<file path="src/rtl/desc_seq_pkg.sv">
package desc_seq_pkg;
    localparam int DESC_BYTES = 16;
    localparam int CNT_W      = 16;
    localparam int SBIT_W     = 8;

    localparam int ST_WAKE_BIT   = 8;
    localparam int ST_ACTIVE_BIT = 10;
    localparam int ST_DEAD_BIT   = 11;

    localparam logic [3:0] CODE_STOP = 4'd7;

    localparam logic [1:0] REG_CTRL  = 2'd0;
    localparam logic [1:0] REG_BRSEL = 2'd1;
    localparam logic [1:0] REG_PTR   = 2'd2;

    typedef enum logic [2:0] {
        ST_IDLE,
        ST_RD_CMD,
        ST_RD_ADDR,
        ST_RD_BR,
        ST_XFER,
        ST_WB
    } seq_state_e;

    typedef enum logic [1:0] {
        BR_NEVER   = 2'b00,
        BR_IF_TRUE = 2'b01,
        BR_IF_FALSE= 2'b10,
        BR_ALWAYS  = 2'b11
    } br_mode_e;
endpackage

</file>
<file path="src/rtl/desc_branch_eval.sv">
module desc_branch_eval
    import desc_seq_pkg::*;
#(
    parameter int SEL_W = SBIT_W
) (
    input  logic [1:0]       br_mode,
    input  logic [SEL_W-1:0] stat_bits,
    input  logic [SEL_W-1:0] sel_mask,
    input  logic [SEL_W-1:0] sel_value,
    output logic             take
);
    logic match;

    assign match = (stat_bits & sel_mask) == (sel_value & sel_mask);

    always_comb begin
        unique case (br_mode_e'(br_mode))
            BR_NEVER:    take = 1'b0;
            BR_IF_TRUE:  take = match;
            BR_IF_FALSE: take = !match;
            BR_ALWAYS:   take = 1'b1;
        endcase
    end
endmodule

</file>
<file path="src/rtl/desc_status_reg.sv">
module desc_status_reg
    import desc_seq_pkg::*;
(
    input  logic        clk,
    input  logic        rst_n,
    input  logic        ctrl_wr,
    input  logic [8:0]  ctrl_data,
    input  logic        clr_wake,
    input  logic        set_active,
    input  logic        clr_active,
    input  logic        set_dead,
    output logic [15:0] stat_o
);
    logic [15:0] stat_q, stat_d;

    always_comb begin
        stat_d = stat_q;
        if (ctrl_wr && (ctrl_data[SBIT_W-1:0] != stat_q[SBIT_W-1:0]))
            stat_d[SBIT_W-1:0] = stat_q[SBIT_W-1:0] | ctrl_data[SBIT_W-1:0];
        if (ctrl_wr && ctrl_data[8])
            stat_d[ST_WAKE_BIT] = 1'b1;
        if (clr_wake)
            stat_d[ST_WAKE_BIT] = 1'b0;
        if (set_active)
            stat_d[ST_ACTIVE_BIT] = 1'b1;
        if (clr_active)
            stat_d[ST_ACTIVE_BIT] = 1'b0;
        if (set_dead) begin
            stat_d[ST_DEAD_BIT]   = 1'b1;
            stat_d[ST_ACTIVE_BIT] = 1'b0;
        end
    end

    always_ff @(posedge clk or negedge rst_n) begin
        if (!rst_n) stat_q <= '0;
        else        stat_q <= stat_d;
    end

    assign stat_o = stat_q;
endmodule

</file>
<file path="src/rtl/desc_seq.sv">
module desc_seq
    import desc_seq_pkg::*;
#(
    parameter int ADDR_W = 32
) (
    input  logic              clk,
    input  logic              rst_n,
    input  logic              run_req,
    input  logic              reg_wr,
    input  logic [1:0]        reg_addr,
    input  logic [31:0]       reg_wdata,
    output logic              mem_req,
    output logic              mem_we,
    output logic [ADDR_W-1:0] mem_addr,
    output logic [3:0]        mem_be,
    output logic [31:0]       mem_wdata,
    input  logic [31:0]       mem_rdata,
    output logic              xfer_req,
    output logic [1:0]        xfer_code,
    output logic [ADDR_W-1:0] xfer_addr,
    output logic [CNT_W-1:0]  xfer_len,
    input  logic              xfer_done,
    input  logic [CNT_W-1:0]  xfer_resid,
    output logic [15:0]       status,
    output logic [ADDR_W-1:0] cmd_ptr
);
    localparam logic [ADDR_W-1:0] OFS_ADDR = ADDR_W'(4);
    localparam logic [ADDR_W-1:0] OFS_BR   = ADDR_W'(8);
    localparam logic [ADDR_W-1:0] OFS_WB   = ADDR_W'(12);
    localparam logic [ADDR_W-1:0] STEP     = ADDR_W'(DESC_BYTES);

    seq_state_e st_q, st_d;

    logic [ADDR_W-1:0] ptr_q, buf_addr_q, target_q;
    logic [3:0]        code_q;
    logic [2:0]        key_q;
    logic [1:0]        br_q;
    logic [CNT_W-1:0]  len_q, resid_q;
    logic [SBIT_W-1:0] br_mask_q, br_val_q;

    logic set_active, clr_active, set_dead, clr_wake;
    logic is_data, is_illegal, take;
    logic [15:0] wb_stat;
    logic unused_bits;

    assign unused_bits = ^{mem_rdata[27], mem_rdata[23:20], mem_rdata[17:16]};

    assign is_data    = (code_q[3:2] == 2'b00);
    assign is_illegal = code_q[3] || (is_data && (key_q != 3'd0));

    desc_status_reg u_stat (
        .clk        (clk),
        .rst_n      (rst_n),
        .ctrl_wr    (reg_wr && (reg_addr == REG_CTRL)),
        .ctrl_data  (reg_wdata[8:0]),
        .clr_wake   (clr_wake),
        .set_active (set_active),
        .clr_active (clr_active),
        .set_dead   (set_dead),
        .stat_o     (status)
    );

    desc_branch_eval #(.SEL_W(SBIT_W)) u_br (
        .br_mode   (br_q),
        .stat_bits (status[SBIT_W-1:0]),
        .sel_mask  (br_mask_q),
        .sel_value (br_val_q),
        .take      (take)
    );

    // next-state and status strobes
    always_comb begin
        st_d       = st_q;
        set_active = 1'b0;
        clr_active = 1'b0;
        set_dead   = 1'b0;
        clr_wake   = 1'b0;
        unique case (st_q)
            ST_IDLE: begin
                if (run_req && !status[ST_DEAD_BIT]) begin
                    set_active = 1'b1;
                    st_d       = ST_RD_CMD;
                end
            end
            ST_RD_CMD: begin
                clr_wake = 1'b1;
                st_d     = ST_RD_ADDR;
            end
            ST_RD_ADDR: st_d = ST_RD_BR;
            ST_RD_BR: begin
                if (code_q == CODE_STOP) begin
                    clr_active = 1'b1;
                    st_d       = ST_IDLE;
                end else if (is_illegal) begin
                    set_dead = 1'b1;
                    st_d     = ST_IDLE;
                end else if (is_data) begin
                    st_d = ST_XFER;
                end else begin
                    st_d = ST_WB;
                end
            end
            ST_XFER: if (xfer_done) st_d = ST_WB;
            ST_WB:   st_d = ST_RD_CMD;
            default: st_d = ST_IDLE;
        endcase
    end

    always_ff @(posedge clk or negedge rst_n) begin
        if (!rst_n) st_q <= ST_IDLE;
        else        st_q <= st_d;
    end

    // descriptor fields, pointer and branch select
    always_ff @(posedge clk or negedge rst_n) begin
        if (!rst_n) begin
            ptr_q      <= '0;
            buf_addr_q <= '0;
            target_q   <= '0;
            code_q     <= '0;
            key_q      <= '0;
            br_q       <= '0;
            len_q      <= '0;
            resid_q    <= '0;
            br_mask_q  <= '0;
            br_val_q   <= '0;
        end else begin
            if (st_q == ST_IDLE && reg_wr) begin
                if (reg_addr == REG_BRSEL) begin
                    br_mask_q <= reg_wdata[23:16];
                    br_val_q  <= reg_wdata[7:0];
                end
                if (reg_addr == REG_PTR)
                    ptr_q <= reg_wdata[ADDR_W-1:0];
            end
            unique case (st_q)
                ST_RD_CMD: begin
                    code_q <= mem_rdata[31:28];
                    key_q  <= mem_rdata[26:24];
                    br_q   <= mem_rdata[19:18];
                    len_q  <= mem_rdata[15:0];
                end
                ST_RD_ADDR: buf_addr_q <= mem_rdata[ADDR_W-1:0];
                ST_RD_BR:   target_q   <= mem_rdata[ADDR_W-1:0];
                ST_XFER:    if (xfer_done) resid_q <= xfer_resid;
                ST_WB:      ptr_q <= take ? target_q : ptr_q + STEP;
                default: ;
            endcase
        end
    end

    assign wb_stat = status | (16'd1 << ST_ACTIVE_BIT);

    // outputs
    always_comb begin
        mem_req   = 1'b0;
        mem_we    = 1'b0;
        mem_addr  = ptr_q;
        mem_be    = 4'b0000;
        mem_wdata = '0;
        xfer_req  = 1'b0;
        unique case (st_q)
            ST_RD_CMD:  mem_req = 1'b1;
            ST_RD_ADDR: begin mem_req = 1'b1; mem_addr = ptr_q + OFS_ADDR; end
            ST_RD_BR:   begin mem_req = 1'b1; mem_addr = ptr_q + OFS_BR;   end
            ST_XFER:    xfer_req = 1'b1;
            ST_WB: begin
                mem_req   = 1'b1;
                mem_we    = 1'b1;
                mem_addr  = ptr_q + OFS_WB;
                mem_be    = is_data ? 4'b1111 : 4'b1100;
                mem_wdata = {wb_stat, is_data ? resid_q : 16'h0000};
            end
            default: ;
        endcase
    end

    assign xfer_code = code_q[1:0];
    assign xfer_addr = buf_addr_q;
    assign xfer_len  = len_q;
    assign cmd_ptr   = ptr_q;
endmodule

</file>
<file path="config.mk">
export PLATFORM = sky130hd
export DESIGN_NAME = desc_seq
export DESIGN_NICKNAME = d
export VERILOG_FILES = /design/src/rtl/desc_seq_pkg.sv /design/src/rtl/desc_branch_eval.sv /design/src/rtl/desc_status_reg.sv /design/src/rtl/desc_seq.sv
export SDC_FILE = /design/constraint.sdc
export NUM_CORES = 1
export LEC_CHECK = 0
export BUFFER_PORTS_ARGS = -buffer_cell sky130_fd_sc_hd__buf_2
export CORE_MARGIN = 2
export CORE_UTILIZATION = 47
export CTS_CLUSTER_DIAMETER = 40
export DETAILED_ROUTE_END_ITERATION = 16
export GPL_ROUTABILITY_DRIVEN = 0
export PLACE_DENSITY = 0.77
export SYNTH_ARGS = -nofsm -noshare
export SYNTH_HDL_FRONTEND = slang
export SYNTH_SLANG_ARGS = --single-unit
</file>
<file path="constraint.sdc">
create_clock -name clk -period 2.9 [get_ports clk]
set_input_delay 0.58 -clock clk [delete_from_list [all_inputs] [get_ports clk]]
set_output_delay 0.58 -clock clk [all_outputs]
set_load 0.01 [all_outputs]
</file>
=== Word-level counts from Yosys, hierarchy flattened ===
Index checks and enable logic that the tools add are counted.

* Add/sub/neg operators: 4
* Equality and inequality tests: 15
* Mux-type cells: 32
* Bitwise operators: 3
* Reductions and logical operators: 23

{| class="wikitable"
|+ Operators with widths
! cell !! count
|-
| $mux 32 || 4
|-
| $pmux 32 s3 || 1
|-
| $add 32x4->32 const B || 2
|-
| $add 32x3->32 const B || 1
|-
| $add 32x5->32 const B || 1
|-
| $mux 28 || 1
|-
| $pmux 3 s6 || 1
|-
| $mux 1 || 17
|-
| $and 8x8->8 || 2
|-
| $mux 16 || 1
|-
| $mux 3 || 4
|-
| $eq 8x8->1 || 1
|-
| $ne 8x8->1 || 1
|-
| $or 8x8->8 || 1
|-
| $reduce_and 2->1 || 4
|-
| $eq 2x2->1 const B || 3
|-
| $eq 3x2->1 const B || 2
|-
| $eq 3x3->1 const B || 2
|-
| $logic_and 1x1->1 || 6
|-
| $logic_not 2->1 || 3
|-
| $reduce_bool 2->1 || 3
|-
| $reduce_bool 3->1 || 2
|-
| $eq 2x1->1 const B || 2
|-
| $eq 4x3->1 const B || 1
|-
| other kinds (9) || 11
|}

* Bits in registers: 167
* Input port bits: 87

=== Depth between registers and ports, before layout ===
Gate-level depths: netlist of run 1.

* Depth in word-level cells: 7
* Depth in mapped cells: 10
* Gate-level depth less buffers: 8

=== Modules after synthesis ===
From an unflattened synthesis of run 1, not the netlist that was laid out.

* Cell total of the unflattened synthesis: 791
* Area, all modules: 8765.9 um^2

{| class="wikitable"
|+ By module, submodules not included
! module !! instances !! cells an instance !! area an instance (um^2) !! sequential area each (um^2)
|-
| desc_seq || 1 || 720 || 8029.0 || 3903.7
|-
| desc_status_reg || 1 || 57 || 619.3 || 275.3
|-
| desc_branch_eval || 1 || 14 || 117.6 || 0.0
|}

=== Least setup slack after synthesis of run 1 ===
No wires, ideal clock.

* Path type: register to output
* From: reg st_q[0]
* To: out mem_addr[30]
* Data arrival time: 2716 ps
* Slack: -396 ps
* Stages on the path, launching flop included: 11
* Buffers on the path: 2
* Path through: dfrtp_1 -> buf_4 -> nand3b_1 -> clkbuf_1 -> xnor2_1 -> ha_1 -> o21ai_0 -> o22ai_1 -> nand3_1 -> nor3_1 -> xor2_1

* Cells in the longest elaborated chain, start to end: 2

{| class="wikitable"
|+ RTL lines
! what !! RTL line !! text
|-
| start: declaration || desc_seq.sv:32 || <nowiki>seq_state_e st_q, st_d;</nowiki>
|-
| start signal: assignment || desc_seq.sv:111 || <nowiki>else st_q <= st_d;</nowiki>
|-
| $eq 3x3->1 / $eq 3x2->1 (equally long branches) || desc_seq.sv:162 || <nowiki>unique case (st_q)</nowiki>
|-
| $pmux 32 s3 (*) || desc_seq.sv:162 ||
|-
| end: declaration || desc_seq.sv:14 || <nowiki>output logic [ADDR_W-1:0] mem_addr,</nowiki>
|}

Mark *: on every way between the ends. The rest lies on a longest branch, timed or not.

=== Worst setup path in the final report of run 1 ===
* From: reg st_q[1]
* To: out mem_addr[8]

Same word-level chain as after synthesis.

==> results.md, run 1 <==
- In this run the worst hold path is classified as in -> async.
- After routing the design area is between 10000 and 15000 um^2.
- The leakage component of the power is about 5.5 nW.
- The post-layout utilization of the core is between 60% and 70%.
- The worst setup path is of the reg -> out kind.
- The wire-length estimate of the detail-placed layout is about 18000 um.
- The CTS clock-pin slew for the worst setup and hold paths is ~0.070 ns.
- Measured against the total synthesized area, the mux share comes to around 15%.
- Power spread over the standard cell area amounts to approximately 1100 nW/um^2.
- The mean routed wirelength per cell is ~19 um.
- The post-synthesis sequential area ratio is about 49%.
- The simple-gate share of the synthesized area is between 10% and 20%.
- The fraction of the mapped netlist area in compound gates is between 7 and 8%.
- The initial antenna violation count is 1.
- The hold violation total from the final report is 0.
- The number of remaining DRC errors is 0.
- After layout, the worst setup slack is -0.397 ns.
- The worst setup path endpoint is mem_addr[8].
- In this run the critical register-to-register path is launched from st_q[0]$_DFFE_PN0P_.
- Of the available clock period, the critical path in the final layout requires 114%.
- Clock tree synthesis inserted a total of 17 buffers.
- The proportion of synthesized flip-flops having asynchronous set or reset is 100%.
- In this run the tightest slew margin relative to its limit is a little under half.
- For this configuration, the core starts out at a cell density of between 40% and 50%.
- The placed instances occupy a cell area of 10200 um^2.
- The first global-routing pass estimated 39000 um of wire.
- The synthesized netlist devotes under 10% of its cell area to adder and majority cells.
- The peak clock frequency supported by timing is around 0.3 GHz.
- between 200 and 300 I/O pins were placed.
- The count of buffers added on input and output ports is roughly 250.
- In this run the vertical extent of the chip is roughly 140 um.
- The H-tree generated during clock tree synthesis spans 4 levels.
- The checks that failed: setup timing.
- Setup repair after global routing could not meet its margin everywhere.
- After detailed routing, the total wire length is about 25000 um.
- The maximum ir drop on the vdd rail is roughly 710 uV.
- The die outline width is about 140 um.
- The flow ran to the end, but the final reports show violations.
- The region available for standard cell placement spans between 15000 and 20000 um^2.
- The tree is rooted in a sky130_fd_sc_hd__clkbuf_16.
- Data on the critical path arrives at its endpoint at roughly 2.7 ns.
- The clock period minus worst slack is 3.30 ns.
- Synthesis inferred ~170 register bits.
- For this design, the sink count on the clock tree is 167.
- The via count of the first global-routing pass is between 7000 and 8000.
- The worst setup path is launched from a flip-flop.
- At the later pin of the worst-skew pair, clock insertion delay measures 0.43 ns.
- Along the worst path, the maximum fanout reaches 7.
- Timing analysis after detailed placement gives a worst setup slack of approximately 0.15 ns.
- The synthesis-to-layout area growth is 30.5%.
- For this run, the leading register cell type out of synthesis is sky130_fd_sc_hd__dfrtp_1.
- The number of antenna-violating nets in the routed design is 0.
- After global routing the overflow that remains totals 0.
- Counting every instance in the synthesized netlist gives between 800 and 900.
- Yosys printed 0 warnings.
- After the first detailed-routing iteration, the DRC count stood at 530.
- In the routed layout, each cell is associated on average with a via count of ~5.5.
- The endpoint identified for the worst register-to-register timing path is cmd_ptr[7]$_DFFE_PN0P_.
- At the worst endpoint, the required time is 2.32 ns.
- The die covers between 15000 and 20000 um^2.
- Entering global routing, the biggest net connects between 70 and 80 pins.
- The share of post-route cells with drive strength above 1 is 43.5%.
- The minimum setup slack among reg-to-reg paths is roughly 0.44 ns.
- No sink is reached through more buffers than the 2 on the longest clock path.
- The largest family of logic cells by synthesized area is simple AND/OR/NAND/NOR gates.
- STA classifies the critical path endpoint as an output port.
- The number of max-slew violations in the final report came to 0.
- At the pin with the least slew margin, the transition time is slightly above 0.8 ns.
- The total via count after detailed routing is 7366.
- The netlist area before placement is between 8000 and 9000 um^2.
- The worst setup path startpoint is st_q[1]$_DFFE_PN0P_.
- Setup violations remaining at the end of the flow were counted as 26.
- In the global route stage, overall resource usage came out at approximately 25%.
- The first-pass detailed-route iteration total is 5.
- The share of the synthesized netlist area taken by xor and xnor gates is 6.31%.
- The net count of the finished layout is approximately 1200.
- The clock tree from TritonCTS is done.
- For the final database, setup skew stands at ~0.0085 ns.
- The number of enable flip-flop cells after synthesis is 0.
- The number of cells on the worst reg-to-reg path is 9.
- The row count is between 40 and 50.
- The synthesized area per cell is roughly 10 um^2.
- Max-cap violations in this run came to 0.
- The synthesized netlist contains 54 unique library cells.
[cell usage in the layout (no fill, tap or decap), drive strengths merged, types with 11 or more instances in the layout]
cell	n
nor3	11
inv	33
o21ai	34
a21oi	12
xnor2	39
clkbuf	17
xor2	23
nand2	134
a22oi	24
nand3	25
buf	303
nor2	37
mux2	90
dfrtp	167
mux2i	30
and2	21
nand4	14
ha	11
[worst max-delay path, cell delays in order (launching register included)]
cell and delay [ns]:
sky130_fd_sc_hd__dfrtp_1 0.43, sky130_fd_sc_hd__nand3b_1 0.26, sky130_fd_sc_hd__xnor2_1 0.25, sky130_fd_sc_hd__ha_2 0.30, sky130_fd_sc_hd__mux2i_1 0.12, sky130_fd_sc_hd__o22ai_2 0.17
sky130_fd_sc_hd__buf_6 0.17, sky130_fd_sc_hd__buf_4 0.15, sky130_fd_sc_hd__nand2b_4 0.06, sky130_fd_sc_hd__xnor2_2 0.20, sky130_fd_sc_hd__buf_2 0.16
[worst min path at each step]
stage          slack (ns)                         to                     start  cells after the start
3_5_place_dp         0.46   target_q[13]$_DFFE_PN0P_  target_q[13]$_DFFE_PN0P_                      2
2_1_floorplan        0.28   br_mask_q[0]$_DFFE_PN0P_                     rst_n                      0
6_report             0.17  xfer_addr[22]$_DFFE_PN0P_                     rst_n                      1
4_1_cts              0.19  xfer_addr[15]$_DFFE_PN0P_                     rst_n                      1
5_1_grt              0.22  xfer_addr[15]$_DFFE_PN0P_                     rst_n                      1
3_3_place_gp         0.46   target_q[12]$_DFFE_PN0P_  target_q[12]$_DFFE_PN0P_                      2
[power breakdown]
group | internal, W | leakage, nW | switching [W]
Sequential | 0.00344 | 2.02 | 0.00105
Clock | 0.00131 | 0.298 | 0.00102
Combinational | 0.00279 | 3.22 | 0.00313
Total | 0.00753 | 5.54 | 0.00520
[kinds of logic (layout without fill, tap and decap cells)]
group / Yosys count / after routing
muxes: 120 / 120
other: 1 / 11
DFF: 167 / 167
AOI/OAI and AO/OA: 98 / 98
and+or+nand+nor: 274 / 274
buffers and inverters: 96 / 359
adders and majority gates: 11 / 11
xor gates and xnor gates: 62 / 62
[layout make-up]
cell class	instances	area (um^2)
multi-input cells	575	4310
diodes	1	2.50
flip-flops and latches	167	4180
clock inverters	15	180
well taps	229	287
fillers	1400	6720
clock buffers	17	425
inverters	24	92.6
repair buffers	303	1770
[cell usage after synthesis, types with 6 or more instances]
master / instances / area [um^2]
sky130_fd_sc_hd__o21ai_1: 21 / 105
sky130_fd_sc_hd__nand2_1: 134 / 503
sky130_fd_sc_hd__dfrtp_1: 167 / 4180
sky130_fd_sc_hd__ha_1: 11 / 138
sky130_fd_sc_hd__xnor2_1: 39 / 342
sky130_fd_sc_hd__mux2_2: 90 / 1010
sky130_fd_sc_hd__mux2i_1: 30 / 300
sky130_fd_sc_hd__a21oi_1: 12 / 60.1
sky130_fd_sc_hd__buf_2: 7 / 35.0
sky130_fd_sc_hd__o21ai_0: 13 / 65.1
sky130_fd_sc_hd__xor2_1: 23 / 201
sky130_fd_sc_hd__nor2b_1: 6 / 37.5
sky130_fd_sc_hd__a22oi_1: 24 / 180
sky130_fd_sc_hd__nand3_1: 25 / 125
sky130_fd_sc_hd__nor3_1: 10 / 50.1
sky130_fd_sc_hd__inv_1: 23 / 86.3
sky130_fd_sc_hd__and2_1: 21 / 131
sky130_fd_sc_hd__clkbuf_1: 40 / 150
sky130_fd_sc_hd__nand4_1: 13 / 81.3
sky130_fd_sc_hd__buf_4: 21 / 158
sky130_fd_sc_hd__nor2_1: 36 / 135
[through the flow]
stage                     power [W]  cells  TNS [ns]  hold slack, ns
after floorplan             0.00792    838         0           0.284
after global placement      0.00982   1278         0           0.460
after detailed placement    0.00999   1278         0           0.465
after CTS                    0.0125   1324     -2.99           0.194
after global routing         0.0135   1330    -10.59           0.221
final                        0.0127   1331     -6.61           0.174
[flip-flops by register name, indices dropped and copies added, names as in the netlist]
name / cells
br_mask_q: 8
br_q: 2
br_val_q: 8
cmd_ptr: 32
code_q: 4
key_q: 3
resid_q: 16
st_q: 3
target_q: 32
u_stat.stat_o: 11
xfer_addr: 32
xfer_len: 16
[repair_timing]
item | CTS | global route
gates resized for setup | 15 | 47
setup buffers | 14 | 7
hold buffers | 0 | 0
setup endpoints to repair | 26 | 28
pin swaps | 12 | 21
[per-layer routing]
layer / vias up / part of all wire [%] / track usage (%)
met3: 52 / 7.8 / 6.09
li1: 3349 / - / -
met5: - / 0 / 0
met1: 3624 / 41 / 34.3
met2: 341 / 48 / 40.4
met4: 0 / 2.8 / 8.61
(Power assumes the default switching activity.)
==> run 2, diff against run 1 <==
- CTS_CLUSTER_DIAMETER: 40 -> default
- PLACE_DENSITY: 0.77 -> 0.79
==> results.md, run 2 (synthesis results as in run 1) <==
- The total internal power came to 0.00763 W (+1.3%).
- The die outline width was 139 um (unchanged).
- The maximum cell stage delay along the critical path was 0.54 ns (+0.11 ns).
- The routed length on met3 is 2110 um (+8.0%).
- The critical path data arrival time is 2.56 ns (-0.16 ns).
- The endpoint identified for the worst register-to-register timing path is cmd_ptr[11]$_DFFE_PN0P_.
- The mean routed wirelength per cell is 19.2 um (+1.1%).
- The top cell types in the final layout, fill and taps aside, are sky130_fd_sc_hd__buf_2 (243), sky130_fd_sc_hd__dfrtp_1 (164), sky130_fd_sc_hd__nand2_1 (128).
- Leaving out fill and tap cells, the most frequent cell in the layout is sky130_fd_sc_hd__buf_2.
- The number of buffers added by the clock tree synthesis step is 17 (unchanged).
- The I/O pin count is 256 (unchanged).
- The number of violations of the max-capacitance limit is 0 (unchanged).
- The startpoint of the most critical register-to-register path is u_stat.stat_o[6]$_DFFE_PN0P_.
- The critical path's top delay family is simple AND/OR/NAND/NOR gates.
- The critical path is of the reg -> out type.
- The HPWL after detailed placement is 17900 um (-0.19%).
- The count of buffers inserted at the top-level ports is 245 (unchanged).
- The maximum net fanout on the critical path was 4 (-3).
- The share of post-route cells with drive strength above 1 is 43.9% (+0.44 points).
- The initial standard-cell utilization of the core was 47.9% (unchanged).
- The maximum number of pins on one net before global-route repair is 63 (-15%).
- The instance area at placement is 10200 um^2 (+0.20%).
- Traced cell by cell, the critical path runs through nand3b_4, or4_4, a21boi_4, or3_4, buf_6, xnor2_2, buf_2.
- After detailed routing, no signal wire sits above met5.
- The total die area is 19400 um^2 (unchanged).
- The minimum setup slack among reg-to-reg paths is 0.61 ns (+0.17 ns).
- The peak clock frequency supported by timing is 0.318 GHz (+4.9%).
- The hold violation total from the final report is 0 (unchanged).
- The overall track demand over capacity in global routing was 25.4% (+0.055 points).
- The total via count after detailed routing is 7358 (-0.11%).
- The launching element type of the critical path is a flip-flop.
- The worst min-delay path class is in -> async.
- The number of sinks driven by the clock tree is 167 (unchanged).
- The number of DRC violations after detailed-routing iteration 0 is 515 (-2.8%).
- The first-pass detailed-route iteration total was 5 (unchanged).
- The vertical die dimension is 139 um (unchanged).
- The row count is 49 (unchanged).
- The maximum ir drop on the vdd rail was 667 uV (-6.1%).
- The worst-case headroom to the max-slew limit is 50.9% (+5.6 points).
- The total routed wirelength came to 25600 um (+1.4%).
- The clock tree from TritonCTS is done.
- The least setup slack across all paths after layout came to -0.241 ns (+0.155 ns).
- The critical path ends at mem_addr[15].
- The total non-filler cell area in the finished layout was 11300 um^2 (+0.65%).
- The global-route wire length before repair is 39000 um (about the same).
- The worst setup path is captured at an output port.
- The post-route clock period utilization is 108% (-5.3 points).
- The number of buffers on the longest clock path was 2 (unchanged).
- The average via count per standard cell was 5.51 (-0.41%).
- The number of cells on the worst reg-to-reg path was 7 (-2).
- The number of remaining DRC errors was 0 (unchanged).
- The clock period minus worst slack is 3.14 ns (-0.155 ns).
- The part of the total power dissipated in the clock network was 18.6% (+0.3 points).
- The worst clock skew came to 0.00807 ns (-0.000420 ns).
- The leakage component of the power is 5.59 nW (+0.92%).
- The initial antenna violation count is 2 (+1).
- The number of antenna-violating nets in the routed design is 0 (unchanged).
- The remaining global-route overflow came to 0 (unchanged).
- The net switching power figure is 0.00507 W (-2.5%).
- The total number of H-tree levels is 4 (unchanged).
- On the critical path, the stage with the largest delay is an instance of sky130_fd_sc_hd__or4_4.
- The final reports fail on setup timing.
- The combinational group share of total power was 45.8% (-0.6 points).
- The number of buffers inserted by hold repair at cts is 0 (unchanged).
- The net count of the finished layout is 1191 (+0.42%).
- The run finished, with violations left.
- The number of max-slew violations in the final report is 0 (unchanged).
- The clock latency reported for the late side of the worst-skew pair was 0.43 ns (about the same).
- The critical path depth was 7 (-3).
- The CTS clock-pin slew for the worst setup and hold paths is 0.07 ns (about the same).
- The synthesis-to-layout area growth is 31.4%.
- The fraction of power consumed by sequential logic came to 35.6% (+0.3 points).
- The slew at the pin closest to its max-slew limit came to 0.736 ns (-0.0810 ns).
- The number of buffers and inverters on the critical path is 2 (-1).
- The power density over the cells is 1120 nW/um^2 (-0.86%).
- The final antenna diode count is 0 (-1).
- The switching share of power came to 39.9% (-0.92 points).
- The worst setup path startpoint is st_q[2]$_DFFE_PN0P_.
- The final-report setup violation count is 24 (-7.7%).
- The detailed route wirelength on metal2 came to 12100 um (-0.25%).
- Setup repair after global routing could not meet its margin everywhere.
- The total chip power is 0.0127 W (-0.22%).
- The area inside the core boundary is 18000 um^2 (unchanged).
- The root cell of the clock tree is sky130_fd_sc_hd__clkbuf_16.
- The data required time of the critical path came to 2.32 ns (about the same).
- The wire length the detailed router placed on met1 is 10500 um (+0.18%).
- The via count of the first global-routing pass is 7207 (+0.083%).
## run 2: cell count changes in the layout (fill, tap and decap cells not counted), moves of 3 or more
| cell | before | now |
|---|---|---|
| sky130_fd_sc_hd__nand3_4 | 4 | 1 |
| sky130_fd_sc_hd__inv_6 | 6 | 3 |
| sky130_fd_sc_hd__dfrtp_2 | 0 | 3 |
| sky130_fd_sc_hd__dfrtp_1 | 167 | 164 |
| sky130_fd_sc_hd__nand3_2 | 2 | 5 |
| sky130_fd_sc_hd__nand2_1 | 132 | 128 |
## run 2: layout make-up
type	instances	area [um^2]
tap	229	287
multi-input combinational	575	4280
timing repair buffer	308	1860
clock inverter	12	165
fill	1463	6650
clock buffer	20	447
sequential	167	4180
inverter	24	92.6
## run 2: power by group through the flow
stage / clock network [W] / logic [W] / registers, W
5_1_grt: 0.00249 / 0.00631 / 0.00466
4_1_cts: 0.00240 / 0.00571 / 0.00446
3_3_place_gp: 0 / 0.00540 / 0.00441
2_1_floorplan: 0 / 0.00356 / 0.00436
3_5_place_dp: 0 / 0.00553 / 0.00448
6_report: 0.00237 / 0.00581 / 0.00452
## run 2: stage by stage
stage	cells	hold WS, ns	utilization (%)	TNS, ns	worst slack (ns)
2_1_floorplan	838	0.284	-	0	0.00648
3_3_place_gp	1279	0.457	56.7	0	0.221
3_5_place_dp	1279	0.464	56.7	0	0.162
4_1_cts	1323	0.144	61.6	-2.20	-0.237
5_1_grt	1335	0.158	63.0	-5.27	-0.294
6_report	1335	0.113	63.0	-2.50	-0.241
## run 2: worst min-delay path by stage
stage	startpoint	endpoint	slack, ns
floorplan	rst_n	br_mask_q[0]$_DFFE_PN0P_	0.28
global placement	target_q[9]$_DFFE_PN0P_	target_q[9]$_DFFE_PN0P_	0.46
detailed placement	target_q[9]$_DFFE_PN0P_	target_q[9]$_DFFE_PN0P_	0.46
global route	rst_n	xfer_addr[24]$_DFFE_PN0P_	0.16
finish	rst_n	xfer_addr[24]$_DFFE_PN0P_	0.11
CTS	rst_n	xfer_addr[17]$_DFFE_PN0P_	0.14
## run 2: timing repair
item / 4_1_cts / 5_1_grt
gates resized for setup: 37 / 29
pin swaps: 22 / 18
gates cloned: 0 / 3
setup buffers: 12 / 11
endpoints found under the setup margin: 25 / 44
## run 2: metal layers
metal	track usage (%)	up-vias
li1	-	3360
met1	33.9	3571
met2	39.9	347
met3	6.37	76
met4	10.4	4
met5	0	-
==> run 3, diff against run 2 <==
- CORE_MARGIN: 2 -> 10
- PLACE_DENSITY: 0.79 -> 0.78
- SYNTH_HIERARCHICAL: default -> 1
==> results.md, run 3 <==
- The top cell types in the final layout, fill and taps aside, are sky130_fd_sc_hd__buf_2 (245), sky130_fd_sc_hd__dfrtp_1 (157), sky130_fd_sc_hd__mux2_2 (122).
- The cell accounting for the most synthesized area is sky130_fd_sc_hd__dfrtp_1.
- The minimum setup slack among reg-to-reg paths is 0.19 ns (-0.42 ns).
- The slew at the pin closest to its max-slew limit was 0.733 ns (-0.00375 ns).
- The row count is 49 (unchanged).
- The remaining global-route overflow is 0 (unchanged).
- In the synthesized netlist, the cells that appear most often are sky130_fd_sc_hd__dfrtp_1 (167), sky130_fd_sc_hd__mux2_2 (122), sky130_fd_sc_hd__nand2_1 (45).
- The initial standard-cell utilization of the core came to 48.3% (+0.37 points).
- The power density over the cells came to 1120 nW/um^2 (+0.20%).
- The maximum net fanout on the critical path is 3 (-1).
- The first-pass detailed-route iteration total was 7 (+2).
- The critical path data arrival time is 2.31 ns (-0.25 ns).
- The post-route clock period utilization came to 99.7% (-8.6 points).
- The total via count after detailed routing is 7341 (-0.23%).
- The HPWL after detailed placement is 20400 um (+14%).
- The peak clock frequency supported by timing is 0.346 GHz (+8.6%).
- The most frequent cell after synthesis is sky130_fd_sc_hd__dfrtp_1.
- The data required time of the critical path is 2.32 ns (about the same).
- The count of unique library cells instantiated by Yosys is 68 (+26%).
- The post-synthesis cell count was 791 (-4.6%).
- The proportion of synthesized flip-flops having asynchronous set or reset is 100% (unchanged).
- The total die area is 24500 um^2 (+26%).
- The synthesized area per cell came to 11.1 um^2 (+6.7%).
- The launching element type of the critical path is a flip-flop.
- The summed negative setup slack over all endpoints is 0 ns (+2.50 ns).
- The worst-case headroom to the max-slew limit is 51.2% (+0.25 points).
- The cell with the largest stage delay on the worst path is sky130_fd_sc_hd__dfrtp_1.
- The synthesis-to-layout area growth is 26.9%.
- The part of the total power dissipated in the clock network is 19.6% (+1.0 points).
- The total chip power is 0.0125 W (-1.4%).
- The number of sinks driven by the clock tree came to 167 (unchanged).
- The maximum number of pins on one net before global-route repair is 66 (+4.8%).
- The final-report setup violation count is 0 (-100%).
- The average via count per standard cell is 5.75 (+4.3%).
- The fraction of power consumed by sequential logic is 35.6% (about the same).
- The number of remaining DRC errors is 0 (unchanged).
- The number of storage elements in the synthesis netlist came to 167 (unchanged).
- The leakage component of the power is 5.25 nW (-6.1%).
- The mean routed wirelength per cell is 21.7 um (+13%).
- The total routed wirelength is 27700 um (+8.2%).
- The run finished with clean final reports.
- The overall track demand over capacity in global routing is 21.7% (-3.8 points).
- The net switching power figure is 0.00484 W (-4.5%).
- The clock tree from TritonCTS is done.
- Walking the worst path, the cells encountered are nand3b_4, xnor2_2, ha_4, mux2i_1, o22ai_2, and2b_2, nor2b_4, xor2_1, buf_2.
- In the synthesized netlist the dominant register cell turns out to be sky130_fd_sc_hd__dfrtp_1.
- The clock period minus worst slack came to 2.89 ns (-0.249 ns).
- The number of buffers inserted by hold repair at cts came to 0 (unchanged).
- The number of cells on the worst reg-to-reg path is 8 (+1).
- The count of buffers inserted at the top-level ports is 245 (unchanged).
- The class of the most critical setup path is reg -> out.
- The endpoint identified for the worst register-to-register timing path is cmd_ptr[13]$_DFFE_PN0P_.
- Ranked by total cell area, the synthesized netlist is headed by sky130_fd_sc_hd__dfrtp_1 (48%), sky130_fd_sc_hd__mux2_2 (16%), sky130_fd_sc_hd__xnor2_1 (3.2%).
- The post-layout utilization of the core is 61.3% (-1.7 points).
- The number of placed instances, taps included is 1234 (-3.5%).
- The worst min-delay path class is in -> async.
- The top-area cell type share of the netlist area came to 47.7% (-0.86 points).
- The sequential cell area is 4190 um^2 (+0.21%).
- The number of max-slew violations in the final report is 0 (unchanged).
- The post-synthesis sequential area ratio is 47.7% (-0.86 points).
- The total internal power is 0.00768 W (+0.59%).
- The number of buffers added by the clock tree synthesis step is 17 (unchanged).
- The I/O pin count was 256 (unchanged).
- The number of antenna-violating nets in the routed design is 0 (unchanged).
- The number of DRC violations after detailed-routing iteration 0 is 743 (+44%).
- The maximum cell stage delay along the critical path is 0.38 ns (-0.16 ns).
- In this run the clock root is driven by a sky130_fd_sc_hd__clkbuf_16.
- The area inside the core boundary is 18100 um^2 (+1.0%).
- The via count of the first global-routing pass is 7247 (+0.56%).
- The hold violation total from the final report was 0 (unchanged).
- The net count of the finished layout is 1131 (-5.0%).
- Setup repair after global routing could not meet its margin everywhere.
- The number of enable flip-flop cells after synthesis is 0 (unchanged).
- The number of cells in the finished layout apart from fillers is 1277 (-4.3%).
- The number of violations of the max-capacitance limit came to 0 (unchanged).
- The total number of H-tree levels was 4 (unchanged).
- The share of post-route cells with drive strength above 1 is 46.7% (+2.7 points).
- The clock latency reported for the late side of the worst-skew pair is 0.43 ns (about the same).
- In this run the critical register-to-register path is launched from u_stat/stat_o[7]$_DFFE_PN0P_.
- The switching share of power is 38.7% (-1.2 points).
- The fill cell instance count of the final layout is 1443 (-1.4%).
- The CTS clock-pin slew for the worst setup and hold paths came to 0.06 ns (about the same).
- The commonest non-fill, non-tap cell in the layout is sky130_fd_sc_hd__buf_2.
- The global-route wire length before repair is 41500 um (+6.5%).
- The die outline width was 157 um (+12%).
- The combinational group share of total power came to 44.8% (-1.0 points).
- The number of warnings printed during yosys synthesis is 6 (+6).
- The vertical die dimension was 157 um (+12%).
- The total area of multi-input combinational cells came to 4340 um^2 (+1.4%).
- The number of buffers on the longest clock path is 2 (unchanged).
- The netlist area before placement is 8770 um^2 (+1.8%).
- The maximum ir drop on the vdd rail is 496 uV (-26%).
- The worst clock skew is 0.00614 ns (-0.00193 ns).
- The initial antenna violation count was 3 (+1).
- The worst setup path is captured at an output port.
## run 3: changes by cell type after synthesis, sizes merged, moves of 13 or more
cell / before / now
a22oi: 24 / 5
o21ai: 34 / 21
and2: 21 / 37
mux2: 90 / 124
mux2i: 30 / 16
clkbuf: 40 / 24
nand2: 134 / 46
## run 3: repair_timing
item,4_1_cts,5_1_grt
setup endpoints to repair,22,27
resized for setup,23,22
cloned,1,1
pin swaps,1,3
setup buffers,3,4
## run 3: cell type report
| cell class | instances | area share, % |
|---|---|---|
| multi-input cells | 541 | 39.0 |
| flip-flops and latches | 167 | 37.7 |
| repair buffers | 285 | 14.3 |
| clock buffers | 21 | 4.23 |
| well taps | 229 | 2.57 |
| clock inverters | 11 | 1.54 |
| inverters | 21 | 0.708 |
| diodes | 2 | 0.0450 |
## run 3: metrics by stage
stage,hold slack [ns],cell area (um^2),setup WS [ns]
4_1_cts,0.159,11000,-0.0274
3_3_place_gp,0.480,10300,0.339
3_5_place_dp,0.487,10300,0.276
2_1_floorplan,0.284,8790,0.00597
6_report,0.137,11100,0.00738
5_1_grt,0.167,11100,-0.107
## run 3: worst max-delay path by stage
stage / startpoint / endpoint / slack, ns / depth (start not counted)
after global routing: st_q[1]$_DFFE_PN0P_ / mem_addr[16] / -0.11 / 9
final: st_q[1]$_DFFE_PN0P_ / mem_addr[16] / 0.007 / 9
after detailed placement: cmd_ptr[3]$_DFFE_PN0P_ / mem_addr[16] / 0.28 / 8
after CTS: st_q[1]$_DFFE_PN0P_ / mem_addr[18] / -0.03 / 10
after global placement: cmd_ptr[3]$_DFFE_PN0P_ / mem_addr[26] / 0.34 / 8
after floorplan: st_q[1]$_DFFE_PN0P_ / mem_addr[16] / 0.006 / 10
## run 3: layer usage
| layer | GRT usage [%] | share of wire [%] | up-vias |
|---|---|---|---|
| li1 | - | - | 3296 |
| met1 | 26.9 | 40 | 3553 |
| met2 | 34.8 | 48 | 429 |
| met3 | 7.32 | 10 | 61 |
| met4 | 7.10 | 2.5 | 2 |
| met5 | 0 | 0.047 | - |
## run 3: cell families after synthesis
kind of cell | count (synthesis) | share of synthesized area (%)
AOI/OAI and AO/OA | 109 | 8.58
and+or+nand+nor | 224 | 14.5
other | 1 | 0.0428
xor gates and xnor gates | 51 | 5.10
buffers and inverters | 88 | 4.82
muxes | 140 | 17.8
adders and majority gates | 11 | 1.57
DFF | 167 | 47.7
## run 3: worst max-delay path, delay by kind of cell (launching register included)
| family | cells | cell delay (ns) |
|---|---|---|
| AOI/OAI and AO/OA | 1 | 0.20 |
| adders and majority gates | 1 | 0.18 |
| buffers and inverters | 1 | 0.17 |
| muxes | 1 | 0.08 |
| xor gates and xnor gates | 2 | 0.33 |
| DFF | 1 | 0.38 |
| and+or+nand+nor | 3 | 0.55 |
## run 3: power groups by stage
stage          combinational [W]  clock, W  sequential, W
2_1_floorplan            0.00336         0        0.00437
3_3_place_gp             0.00528         0        0.00436
3_5_place_dp             0.00538         0        0.00444
4_1_cts                  0.00553   0.00250        0.00441
5_1_grt                  0.00605   0.00261        0.00460
6_report                 0.00561   0.00245        0.00445
